<file path="src/rtl/bytelane_pkg.sv">
// Shared types and helper functions for the byte-lane packer.
// Assumes the word width is a whole multiple of the byte width.
package bytelane_pkg;

    // Direction of a command as seen on cmd_tx.
    typedef enum logic {
        DIR_RX = 1'b0,
        DIR_TX = 1'b1
    } xfer_dir_e;

    // Number of byte lanes in one word.
    function automatic int lane_count(input int word_w, input int byte_w);
        return word_w / byte_w;
    endfunction

    // Width of a lane index, at least one bit.
    function automatic int lane_idx_w(input int lanes);
        return (lanes > 1) ? $clog2(lanes) : 1;
    endfunction

endpackage

</file>
<file path="src/rtl/blp_tx_unpack.sv">
// Transmit side: holds a single host word and offers its lanes to the
// engine lowest lane first. It counts the bytes still to be fetched, so
// the last word is cut to the lanes actually owed.
// Assumes: cmd_start has priority over every other input in its cycle.
module blp_tx_unpack
    import bytelane_pkg::*;
#(
    parameter int WORD_W = 32,
    parameter int BYTE_W = 8,
    parameter int CNT_W  = 16
) (
    input  logic              clk,
    input  logic              rst_n,
    input  logic              cmd_start,
    input  logic              cmd_tx,
    input  logic [CNT_W-1:0]  cmd_count,
    input  logic              wr_en,
    input  logic [WORD_W-1:0] wr_data,
    output logic              tx_valid,
    output logic [BYTE_W-1:0] tx_byte,
    output logic              tx_last,
    input  logic              tx_ready,
    output logic              need_word
);

    localparam int LANES  = lane_count(WORD_W, BYTE_W);
    localparam int LANE_W = lane_idx_w(LANES);

    logic [CNT_W-1:0]  fetch_left;
    logic              buf_full;
    logic [WORD_W-1:0] buf_word;
    logic [LANE_W-1:0] lane;
    logic [LANE_W-1:0] last_lane;
    logic [CNT_W-1:0]  take_n;
    logic [LANE_W-1:0] load_last;
    logic              load;
    logic              consume;
    logic              at_last_lane;
    logic [BYTE_W-1:0] lane_bytes [LANES];

    // Split the held word into byte lanes.
    for (genvar g = 0; g < LANES; g++) begin : g_lane
        assign lane_bytes[g] = buf_word[g*BYTE_W +: BYTE_W];
    end

    // Size of the next load: a full word, or the bytes still owed.
    always_comb begin
        if (fetch_left >= CNT_W'(LANES)) begin
            take_n    = CNT_W'(LANES);
            load_last = LANE_W'(LANES - 1);
        end else begin
            take_n    = fetch_left;
            load_last = LANE_W'(fetch_left - 1'b1);
        end
    end

    assign load         = wr_en && !buf_full && (fetch_left != '0) && !cmd_start;
    assign consume      = buf_full && tx_ready && !cmd_start;
    assign at_last_lane = (lane == last_lane);

    // Word buffer, lane pointer and fetch counter.
    always_ff @(posedge clk) begin
        if (!rst_n) begin
            fetch_left <= '0;
            buf_full   <= 1'b0;
            buf_word   <= '0;
            lane       <= '0;
            last_lane  <= '0;
        end else if (cmd_start) begin
            fetch_left <= cmd_tx ? cmd_count : '0;
            buf_full   <= 1'b0;
            lane       <= '0;
        end else if (load) begin
            buf_word   <= wr_data;
            buf_full   <= 1'b1;
            lane       <= '0;
            last_lane  <= load_last;
            fetch_left <= fetch_left - take_n;
        end else if (consume) begin
            if (at_last_lane) begin
                buf_full <= 1'b0;
            end else begin
                lane <= lane + 1'b1;
            end
        end
    end

    assign tx_valid  = buf_full;
    assign tx_byte   = lane_bytes[lane];
    assign tx_last   = buf_full && at_last_lane && (fetch_left == '0);
    assign need_word = consume && at_last_lane && (fetch_left != '0);

    AST_LANE_IN_WORD: assert property (@(posedge clk) disable iff (!rst_n)
        buf_full |-> (lane <= last_lane));
    AST_STALL_HOLD: assert property (@(posedge clk) disable iff (!rst_n)
        (tx_valid && !tx_ready && !cmd_start) |=> (tx_valid && $stable(tx_byte)));
    AST_START_FLUSH: assert property (@(posedge clk) disable iff (!rst_n)
        cmd_start |=> (!tx_valid && lane == '0));
    AST_FULL_WRITE_IGNORED: assert property (@(posedge clk) disable iff (!rst_n)
        (buf_full && wr_en && !cmd_start) |=> $stable(buf_word));

endmodule

</file>
<file path="src/rtl/blp_rx_pack.sv">
// Receive side: places each accepted engine byte zero-extended in the
// low lane of the read-data word, accepting up to the command's count.
// Assumes: a receive byte in a cmd_start cycle is discarded.
module blp_rx_pack #(
    parameter int WORD_W = 32,
    parameter int BYTE_W = 8,
    parameter int CNT_W  = 16
) (
    input  logic              clk,
    input  logic              rst_n,
    input  logic              cmd_start,
    input  logic              cmd_tx,
    input  logic [CNT_W-1:0]  cmd_count,
    input  logic              rx_valid,
    input  logic [BYTE_W-1:0] rx_byte,
    output logic [WORD_W-1:0] rdata,
    output logic              rx_got
);

    logic [CNT_W-1:0] rx_left;

    assign rx_got = rx_valid && (rx_left != '0) && !cmd_start;

    // Receive byte counter and read-data word.
    always_ff @(posedge clk) begin
        if (!rst_n) begin
            rx_left <= '0;
            rdata   <= '0;
        end else if (cmd_start) begin
            rx_left <= cmd_tx ? '0 : cmd_count;
        end else if (rx_got) begin
            rx_left <= rx_left - 1'b1;
            rdata   <= WORD_W'(rx_byte);
        end
    end

    AST_RX_LOW_LANE: assert property (@(posedge clk) disable iff (!rst_n)
        rx_got |=> (rdata == WORD_W'($past(rx_byte))));
    AST_RX_BEYOND_COUNT: assert property (@(posedge clk) disable iff (!rst_n)
        (rx_valid && rx_left == '0 && !cmd_start) |=> $stable(rdata));

endmodule

</file>
<file path="src/rtl/blp_req_flag.sv">
// Sticky request flag. A set event raises it and a host clear lowers it.
// A set in the same cycle beats the clear, and a command start reloads it.
// Assumes: set_evt is already gated off in cmd_start cycles.
module blp_req_flag (
    input  logic clk,
    input  logic rst_n,
    input  logic start,
    input  logic start_set,
    input  logic set_evt,
    input  logic clr_evt,
    output logic req
);

    // Flag update: start reload, then set over clear, else hold.
    always_ff @(posedge clk) begin
        if (!rst_n) begin
            req <= 1'b0;
        end else if (start) begin
            req <= start_set;
        end else if (set_evt) begin
            req <= 1'b1;
        end else if (clr_evt) begin
            req <= 1'b0;
        end
    end

    AST_SET_WINS: assert property (@(posedge clk) disable iff (!rst_n)
        (set_evt && !start) |=> req);
    AST_CLR_TAKES: assert property (@(posedge clk) disable iff (!rst_n)
        (clr_evt && !set_evt && !start) |=> !req);
    AST_STICKY: assert property (@(posedge clk) disable iff (!rst_n)
        (req && !clr_evt && !start) |=> req);

endmodule

</file>
<file path="src/rtl/bytelane_packer.sv">
// Top level: joins the transmit unpacker, the receive packer and the
// request flag, and builds the status word.
// Assumes: one command is active at a time, started by cmd_start.
module bytelane_packer
    import bytelane_pkg::*;
#(
    parameter int WORD_W = 32,
    parameter int BYTE_W = 8,
    parameter int CNT_W  = 16
) (
    input  logic              clk,
    input  logic              rst_n,
    input  logic              cmd_start,
    input  logic              cmd_tx,
    input  logic [CNT_W-1:0]  cmd_count,
    input  logic              host_wr,
    input  logic [WORD_W-1:0] host_wdata,
    output logic [WORD_W-1:0] host_rdata,
    input  logic              clr_wr,
    input  logic              clr_bit,
    output logic [WORD_W-1:0] stat_word,
    output logic              eng_tx_valid,
    output logic [BYTE_W-1:0] eng_tx_byte,
    output logic              eng_tx_last,
    input  logic              eng_tx_ready,
    input  logic              eng_rx_valid,
    input  logic [BYTE_W-1:0] eng_rx_byte
);

    localparam int REQ_BIT = WORD_W - 1;

    logic need_word;
    logic rx_got;
    logic req;
    logic start_set;
    logic clr_evt;

    assign start_set = (xfer_dir_e'(cmd_tx) == DIR_TX) && (cmd_count != '0);
    assign clr_evt   = clr_wr && clr_bit;

    blp_tx_unpack #(.WORD_W(WORD_W), .BYTE_W(BYTE_W), .CNT_W(CNT_W)) u_tx (
        .clk       (clk),
        .rst_n     (rst_n),
        .cmd_start (cmd_start),
        .cmd_tx    (cmd_tx),
        .cmd_count (cmd_count),
        .wr_en     (host_wr),
        .wr_data   (host_wdata),
        .tx_valid  (eng_tx_valid),
        .tx_byte   (eng_tx_byte),
        .tx_last   (eng_tx_last),
        .tx_ready  (eng_tx_ready),
        .need_word (need_word)
    );

    blp_rx_pack #(.WORD_W(WORD_W), .BYTE_W(BYTE_W), .CNT_W(CNT_W)) u_rx (
        .clk       (clk),
        .rst_n     (rst_n),
        .cmd_start (cmd_start),
        .cmd_tx    (cmd_tx),
        .cmd_count (cmd_count),
        .rx_valid  (eng_rx_valid),
        .rx_byte   (eng_rx_byte),
        .rdata     (host_rdata),
        .rx_got    (rx_got)
    );

    blp_req_flag u_req (
        .clk       (clk),
        .rst_n     (rst_n),
        .start     (cmd_start),
        .start_set (start_set),
        .set_evt   (need_word || rx_got),
        .clr_evt   (clr_evt),
        .req       (req)
    );

    // Status word: the flag in the top bit, zeros elsewhere.
    always_comb begin
        stat_word          = '0;
        stat_word[REQ_BIT] = req;
    end

    AST_TX_RX_EXCLUSIVE: assert property (@(posedge clk) disable iff (!rst_n)
        !(need_word && rx_got));
    AST_START_REQ: assert property (@(posedge clk) disable iff (!rst_n)
        (cmd_start && cmd_tx && cmd_count != '0) |=> stat_word[REQ_BIT]);

endmodule

</file>
<file path="config.mk">
export PLATFORM = sky130hd
export DESIGN_NAME = bytelane_packer
export DESIGN_NICKNAME = d
export VERILOG_FILES = /design/src/rtl/bytelane_pkg.sv /design/src/rtl/blp_tx_unpack.sv /design/src/rtl/blp_rx_pack.sv /design/src/rtl/blp_req_flag.sv /design/src/rtl/bytelane_packer.sv
export SDC_FILE = /design/constraint.sdc
export NUM_CORES = 1
export LEC_CHECK = 0
export ABC_AREA = 1
export ABC_CLOCK_PERIOD_IN_PS = 2300
export BUFFER_PORTS_ARGS = -buffer_cell sky130_fd_sc_hd__clkbuf_2
export CORE_UTILIZATION = 51
export CTS_CLUSTER_SIZE = 20
export DETAILED_ROUTE_END_ITERATION = 10
export PLACE_DENSITY_LB_ADDON = 0.2
export SYNTH_ARGS = -nofsm -noshare
export SYNTH_HDL_FRONTEND = slang
export SYNTH_SLANG_ARGS = --single-unit
</file>
<file path="constraint.sdc">
create_clock -name clk -period 2.3 [get_ports clk]
set_input_delay 0.345 -clock clk [delete_from_list [all_inputs] [get_ports clk]]
set_output_delay 0.345 -clock clk [all_outputs]
set_load 0.05 [all_outputs]
</file>
==> results of run 1 <==
kinds of logic after synthesis:
group,after synthesis
DFF,78
adders and majority gates,3
and+or+nand+nor,270
buffers and inverters,128
other,2
xor gates and xnor gates,13
AOI/OAI and AO/OA,154
cell type report:
class                      count  area (sq um)  share of cell area
clock inverter                 4          55.1              0.0111
timing repair buffer          90           468              0.0945
multi-input combinational    496          2420               0.488
clock buffer                  12           155              0.0313
tap                          105           131              0.0265
inverter                      43           161              0.0326
sequential                    78          1560               0.315
sequential cells by signal, indices dropped and copies added (netlist names):
signal	count
u_tx.lane	2
u_rx.rdata	8
u_tx.buf_word	32
u_req.req	1
u_tx.tx_valid	1
u_tx.fetch_left	16
u_tx.last_lane	2
u_rx.rx_left	16
per-layer routing:
layer / wire length (um) / part of all wire / up-vias
li1: - / - / 2178
met1: 5030 / 0.45 / 1966
met2: 5190 / 0.47 / 169
met3: 767 / 0.069 / 11
met4: 135 / 0.012 / 0
met5: 0 / 0 / -
where the power goes:
| group | leakage, nW | internal (mW) | total (mW) | switching (mW) |
|---|---|---|---|---|
| logic | 1.67 | 0.325 | 1.13 | 0.803 |
| registers | 0.643 | 1.48 | 1.59 | 0.112 |
| clock network | 0.103 | 0.565 | 1.09 | 0.521 |
cell usage after synthesis (3+ instances only):
cell,instances
sky130_fd_sc_hd__nand2_2,6
sky130_fd_sc_hd__o211ai_1,6
sky130_fd_sc_hd__buf_2,7
sky130_fd_sc_hd__nand4_1,7
sky130_fd_sc_hd__nand3_1,29
sky130_fd_sc_hd__nor2_1,140
sky130_fd_sc_hd__o21ai_0,55
sky130_fd_sc_hd__a211oi_1,6
sky130_fd_sc_hd__xor2_1,6
sky130_fd_sc_hd__a21oi_1,27
sky130_fd_sc_hd__ha_1,3
sky130_fd_sc_hd__xnor2_1,7
sky130_fd_sc_hd__dfxtp_1,78
sky130_fd_sc_hd__a31oi_1,5
sky130_fd_sc_hd__inv_2,5
sky130_fd_sc_hd__inv_1,37
sky130_fd_sc_hd__o22ai_1,9
sky130_fd_sc_hd__nor2_4,4
sky130_fd_sc_hd__nor3_1,5
sky130_fd_sc_hd__nand2_1,61
sky130_fd_sc_hd__o31ai_1,3
sky130_fd_sc_hd__buf_4,59
sky130_fd_sc_hd__o21ai_1,28
sky130_fd_sc_hd__clkbuf_1,16
sky130_fd_sc_hd__nor2_2,4
sky130_fd_sc_hd__a22oi_1,10
sky130_fd_sc_hd__nor4_1,6
sky130_fd_sc_hd__buf_6,3
worst paths after layout:
| check | from | end | slack [ns] | cells past startpoint |
|---|---|---|---|---|
| worst max-delay path | u_tx.lane[1] | eng_tx_last | 0.13 | 4 |
| worst max register to register | u_rx.rx_left[0] | u_rx.rx_left[12] | 0.27 | 10 |
| worst min register to register | u_tx.last_lane[0] | u_tx.last_lane[0] | 0.49 | 2 |
| worst min-delay path | host_wdata[22] | u_tx.buf_word[22] | 0.20 | 3 |
tightest hold or removal path: cells and delay by family:
kind / cells / cell delay (ns)
AND/OR/NAND/NOR: 2 / 0.11
buffers and inverters: 1 / 0.07
==> impl_metrics.yaml, run 1 <==
placement:
  dp_slack_ns: 0.269
  numPlacedInstances: 812
  placed_standard_cell_area_sq_um: 4740
  dp.final_hpwl_mm: 8.02
  placement.io_buffers: 83
  gpl.final_weighted_congestion: 0.937
cells_and_area:
  area_delta_synth_final_pct: 9.77
  mostFrequentLayoutCells: "sky130_fd_sc_hd__nor2_1, sky130_fd_sc_hd__clkbuf_2, sky130_fd_sc_hd__dfxtp_1"
  number_of_antenna_cells_inserted: 0
  post-route-cell-area_sq_um: 4950
  nFillCells: 798
  nets: 786
  post-route-util: 0.591
  commonest_non_fill_non_tap_cell_in_the_layout: "sky130_fd_sc_hd__nor2_1"
  proportion_of_layout_cells_with_a_drive_suffix_above_1: 0.181
  layout.cells.non_filler: 828
sta:
  final_critical_period_ns: 2.17
  timing.max_slew.rel_slack: 0.619
  timing.fmax_mhz: 461
  final_setup_margin_ns: 0.131
  slew_viol_final: 0
  fin_tns_setup_ns: 0
  min_period_over_period: 0.943
  report.final.hold_viol_count: 0
  fin_worst_hold_slack_ns: 0.204
  worst_pin_slew_ns: 0.570
  report.final.setup_viol: 0
  rsz_0062_raised_after_global_routing: "no"
  worst_clock_skew_ns: 0.00762
detailed_routing:
  drtPass1Iterations: 5
  first_iter_violations: 249
  route.vias.total: 4324
  totalWireLength_mm: 11.1
  routed_wire_length_per_instance_um: 13.4
  vias_per_cell: 5.22
  route.detailed.drc: 0
  antenna_violating_nets_post_route: 0
cts:
  clk_pin_slew_worst_setup_hold_paths_ns: 0.09
  tritoncts: "built"
  cts_buffers: 9
  post_cts_hold_buffer_count: 0
  cts_root_buffer: "sky130_fd_sc_hd__clkbuf_8"
  clock_path_buffers: 2
  source_to_sink_clock_delay_at_the_later_pin_of_the_worst_skew_pair_ns: 0.36
  htreeDepth: 3
  cts_post_setup_buffers_inserted: 0
  clock-sinks: 78
  cts_resized: 0
critical_path:
  crit_path_end_kind: "output pin"
  path_cells: "xnor2_1 > and2_1 > and3_1 > clkbuf_2"
  critical_path_buf_inv_count: 1
  critPathMaxStageDelay_ns: 0.60
  crit_path_top_delay_cell: "sky130_fd_sc_hd__dfxtp_1"
  worst-endpoint-arrival_ns: 1.82
  worstPathMaxFanout: 11
  critical-path-top-delay-family: "flip-flops"
  crit_required_ns: 1.96
  start_kind: "register"
  setup_cp_type: "reg -> out"
global_route:
  total_track_usage: 0.254
  grt_pass1_vias: 3908
  total_gr_overflow: 0
  met1_usage: 0.336
  grt_use_met2: 0.405
  grt_max_degree: 62
  number_of_antenna_violations_at_the_first_check_in_global_routing: 0
  wire_length_of_the_first_global_routing_pass_mm: 18.1
  met3_usage: 0.0679
  top_usage_layer: "met2"
pwr:
  peakVddDrop_v: 0.000319
  powerDensity_nw_per_um2: 769
  p_leak_nw: 2.41
  power.total_mw: 3.80
yosys:
  post_synth.cell_area_avg_sq_um: 6.96
  synth_simple_gate_area_share: 0.262
  synth_top_area_frac: 0.346
  post_synth_fa_ha_maj_area_fraction: 0.00832
  yosys-mux-area-fraction: 0
  synth-edff-count: 0
  area_fraction_in_compound_gates_after_synthesis: 0.194
  ys_top_cells_by_area: "sky130_fd_sc_hd__dfxtp_1, sky130_fd_sc_hd__nor2_1, sky130_fd_sc_hd__buf_4"
  cell_taking_the_most_area_after_synthesis: "sky130_fd_sc_hd__dfxtp_1"
  syn-instance-count: 648
  ys_ff_latch: 78
  post_synth_xor_area_fraction: 0.0252
  synth_seq_area_share: 0.346
  dominant_combinational_cell_family_by_area_after_synthesis: "simple AND/OR/NAND/NOR gates"
  yosys.cell_types.count: 41
  synthFlopType: "sky130_fd_sc_hd__dfxtp_1"
  async_flop_share: 0
  synthesized_cell_area_sq_um: 4510
  yosysWarningCount: 0
floorplan:
  floorplan.die_area_sq_um: 9220
  die_y_um: 96.0
  boundaryPins: 139
  num_rows: 33
  initial_utilization: 0.538
  chipWidth_um: 96.0
  core_region_area_sq_um: 8380
outcome:
  run_status: "complete, no violations"
hold_path:
  min-delay-path-class: "in -> reg"
run:
  max_cap_viol_count: 0
Note: power is estimated with default switching activity, not from simulation.
==> run 2, diff against run 1 <==
Settings changed: CAP_MARGIN set to 5, CORE_ASPECT_RATIO set to 1.25, SYNTH_HIERARCHICAL set to 1.
==> impl_metrics.yaml, run 2 <==
cells_and_area:
  proportion_of_layout_cells_with_a_drive_suffix_above_1: 0.177
  mostFrequentLayoutCells: "sky130_fd_sc_hd__nand2_1, sky130_fd_sc_hd__nor2_1, sky130_fd_sc_hd__clkbuf_2"
  nets: 883
  flip_flop_count_of_the_largest_register_after_layout: 32
  post-route-cell-area_sq_um: 5380
  area_delta_synth_final_pct: 11.4
  number_of_antenna_cells_inserted: 0
  reg.largest.list: "u_tx/buf_word (32), u_rx/rx_left (16), u_tx/fetch_left (16)"
  regMostFlops: "u_tx/buf_word"
  commonest_non_fill_non_tap_cell_in_the_layout: "sky130_fd_sc_hd__nand2_1"
  nFillCells: 926
sta:
  fin_tns_setup_ns: 0
  report.final.hold_viol_count: 0
  final_setup_margin_ns: 0.166
  report.final.setup_viol: 0
  slew_viol_final: 0
  rsz_0062_raised_after_global_routing: "no"
  final_critical_period_ns: 2.13
  min_period_over_period: 0.928
  timing.fmax_mhz: 469
  worst_clock_skew_ns: 0.00809
  timing.max_slew.rel_slack: 0.627
  worst_pin_slew_ns: 0.559
critical_path:
  crit_path_end_kind: "output pin"
  worstPathMaxFanout: 8
  start_kind: "register"
  worst-endpoint-arrival_ns: 1.79
  reg2reg_from: "u_tx/fetch_left[3]"
  rr_worst_depth: 10
  setup_cp_type: "reg -> out"
  startpoint: "u_tx/fetch_left[7]"
  crit_required_ns: 1.96
floorplan:
  floorplan.die_area_sq_um: 9860
  chipWidth_um: 89.0
  boundaryPins: 139
  core_region_area_sq_um: 9170
  initial_utilization: 0.526
  num_rows: 39
  die_y_um: 111
global_route:
  grt_pass1_vias: 4351
  total_track_usage: 0.253
  number_of_antenna_violations_at_the_first_check_in_global_routing: 0
  total_gr_overflow: 0
  wire_length_of_the_first_global_routing_pass_mm: 19.7
  grt_max_degree: 36
cts:
  cts_buffers: 9
  cts_root_buffer: "sky130_fd_sc_hd__clkbuf_16"
  htreeDepth: 3
  clk_pin_slew_worst_setup_hold_paths_ns: 0.07
  cts_resized: 0
  post_cts_hold_buffer_count: 0
  clock_path_buffers: 2
  source_to_sink_clock_delay_at_the_later_pin_of_the_worst_skew_pair_ns: 0.33
  tritoncts: "built"
  clock-sinks: 78
  cts_post_setup_buffers_inserted: 0
yosys:
  syn-instance-count: 741
  async_flop_share: 0
  ys_ff_latch: 78
  synthFlopType: "sky130_fd_sc_hd__dfxtp_1"
  synth_top_area_frac: 0.323
  ys_top_cells_by_area: "sky130_fd_sc_hd__dfxtp_1, sky130_fd_sc_hd__nand2_1, sky130_fd_sc_hd__buf_4"
  synth.cells.most_frequent: "sky130_fd_sc_hd__nand2_1, sky130_fd_sc_hd__nor2_1, sky130_fd_sc_hd__a21oi_1"
  synth_seq_area_share: 0.323
  post_synth.cell_area_avg_sq_um: 6.52
  yosys.cell_types.count: 39
  yosysWarningCount: 6
  cell_taking_the_most_area_after_synthesis: "sky130_fd_sc_hd__dfxtp_1"
  synthesized_cell_area_sq_um: 4830
  synth_most_common_cell: "sky130_fd_sc_hd__nand2_1"
  synth-edff-count: 0
run:
  max_cap_viol_count: 0
pwr:
  p_leak_nw: 2.60
  powerDensity_nw_per_um2: 777
  peakVddDrop_v: 0.000411
detailed_routing:
  route.vias.total: 4747
  antenna_violating_nets_post_route: 0
  routed_wire_length_per_instance_um: 13.0
  drtPass1Iterations: 5
  vias_per_cell: 5.03
  route.detailed.drc: 0
  totalWireLength_mm: 12.3
  first_iter_violations: 263
hold_path:
  hold_path_depth: 3
  min-delay-path-class: "in -> reg"
  hp-start: "eng_rx_byte[5]"
placement:
  gpl.final_weighted_congestion: 0.930
  placed_standard_cell_area_sq_um: 5060
  dp_slack_ns: 0.319
  placement.io_buffers: 83
  dp.final_hpwl_mm: 9.05
outcome:
  run_status: "complete, no violations"
==> run 2: cell types whose count changed after synthesis, sizes merged, moves of 9 or more <==
cell   change
inv       +19
a22oi      -9
a21oi     +55
nand2    +136
nor2      -45
o21ai     -27
==> run 2: through the flow <==
stage                util  total power, mW  hold slack, ns  cells
CTS                 0.586             4.20           0.227    943
global placement    0.552             2.69           0.450    927
floorplan               -             2.55           0.440    794
finish              0.586             4.18           0.234    943
global route        0.586             4.39           0.236    943
detailed placement  0.552             2.71           0.456    927
==> run 2: area by class of cell <==
class / count / area, sq um / share of cell area
multi-input combinational: 573 / 2640 / 0.490
clock buffer: 9 / 225 / 0.0419
sequential: 78 / 1560 / 0.290
inverter: 62 / 234 / 0.0435
timing repair buffer: 91 / 478 / 0.0889
tap: 123 / 154 / 0.0286
clock inverter: 7 / 88.8 / 0.0165
==> run 2: final timing paths <==
check | endpoint | slack, ns
setup / recovery | eng_tx_last | 0.17
hold / removal | u_rx/rdata[5] | 0.23
setup reg to reg | u_tx/last_lane[0] | 0.29
hold reg to reg | u_tx/buf_word[20] | 0.47
==> run 2: power breakdown <==
part           total (mW)  leakage [nW]  internal (mW)  switching (mW)
registers            1.55         0.640           1.46          0.0923
clock network        1.48         0.150          0.864           0.616
logic                1.15          1.81          0.319           0.831
total                4.18          2.60           2.64            1.54
==> run 2: cell families (layout without fill, tap and decap cells) <==
group / Yosys count / in the layout / share of synthesized area
other: 3 / 56 / 0.00233
AO/OA/AOI/OAI: 152 / 152 / 0.167
AND/OR/NAND/NOR: 359 / 359 / 0.323
buffers and inverters: 143 / 169 / 0.172
flip-flops: 78 / 78 / 0.323
adder cells (fa/ha/maj): 3 / 3 / 0.00777
XOR/XNOR: 3 / 3 / 0.00544
==> run 2: layer usage <==
| layer | global-route usage | wire (um) | up-vias |
|---|---|---|---|
| met3 | 0.0484 | 787 | 15 |
| met1 | 0.320 | 5240 | 2124 |
| met2 | 0.431 | 6080 | 190 |
| met5 | 0 | 0 | - |
| met4 | 0.0730 | 171 | 0 |
| li1 | - | - | 2418 |
==> run 2: worst max-delay path: stages, from the launching register on <==
cell	delay, ns
sky130_fd_sc_hd__dfxtp_1	0.34
sky130_fd_sc_hd__nor2_1	0.23
sky130_fd_sc_hd__nand2_4	0.09
sky130_fd_sc_hd__nor2_4	0.13
sky130_fd_sc_hd__nand2_4	0.10
sky130_fd_sc_hd__nor2_1	0.15
sky130_fd_sc_hd__and3_1	0.18
sky130_fd_sc_hd__clkbuf_4	0.23
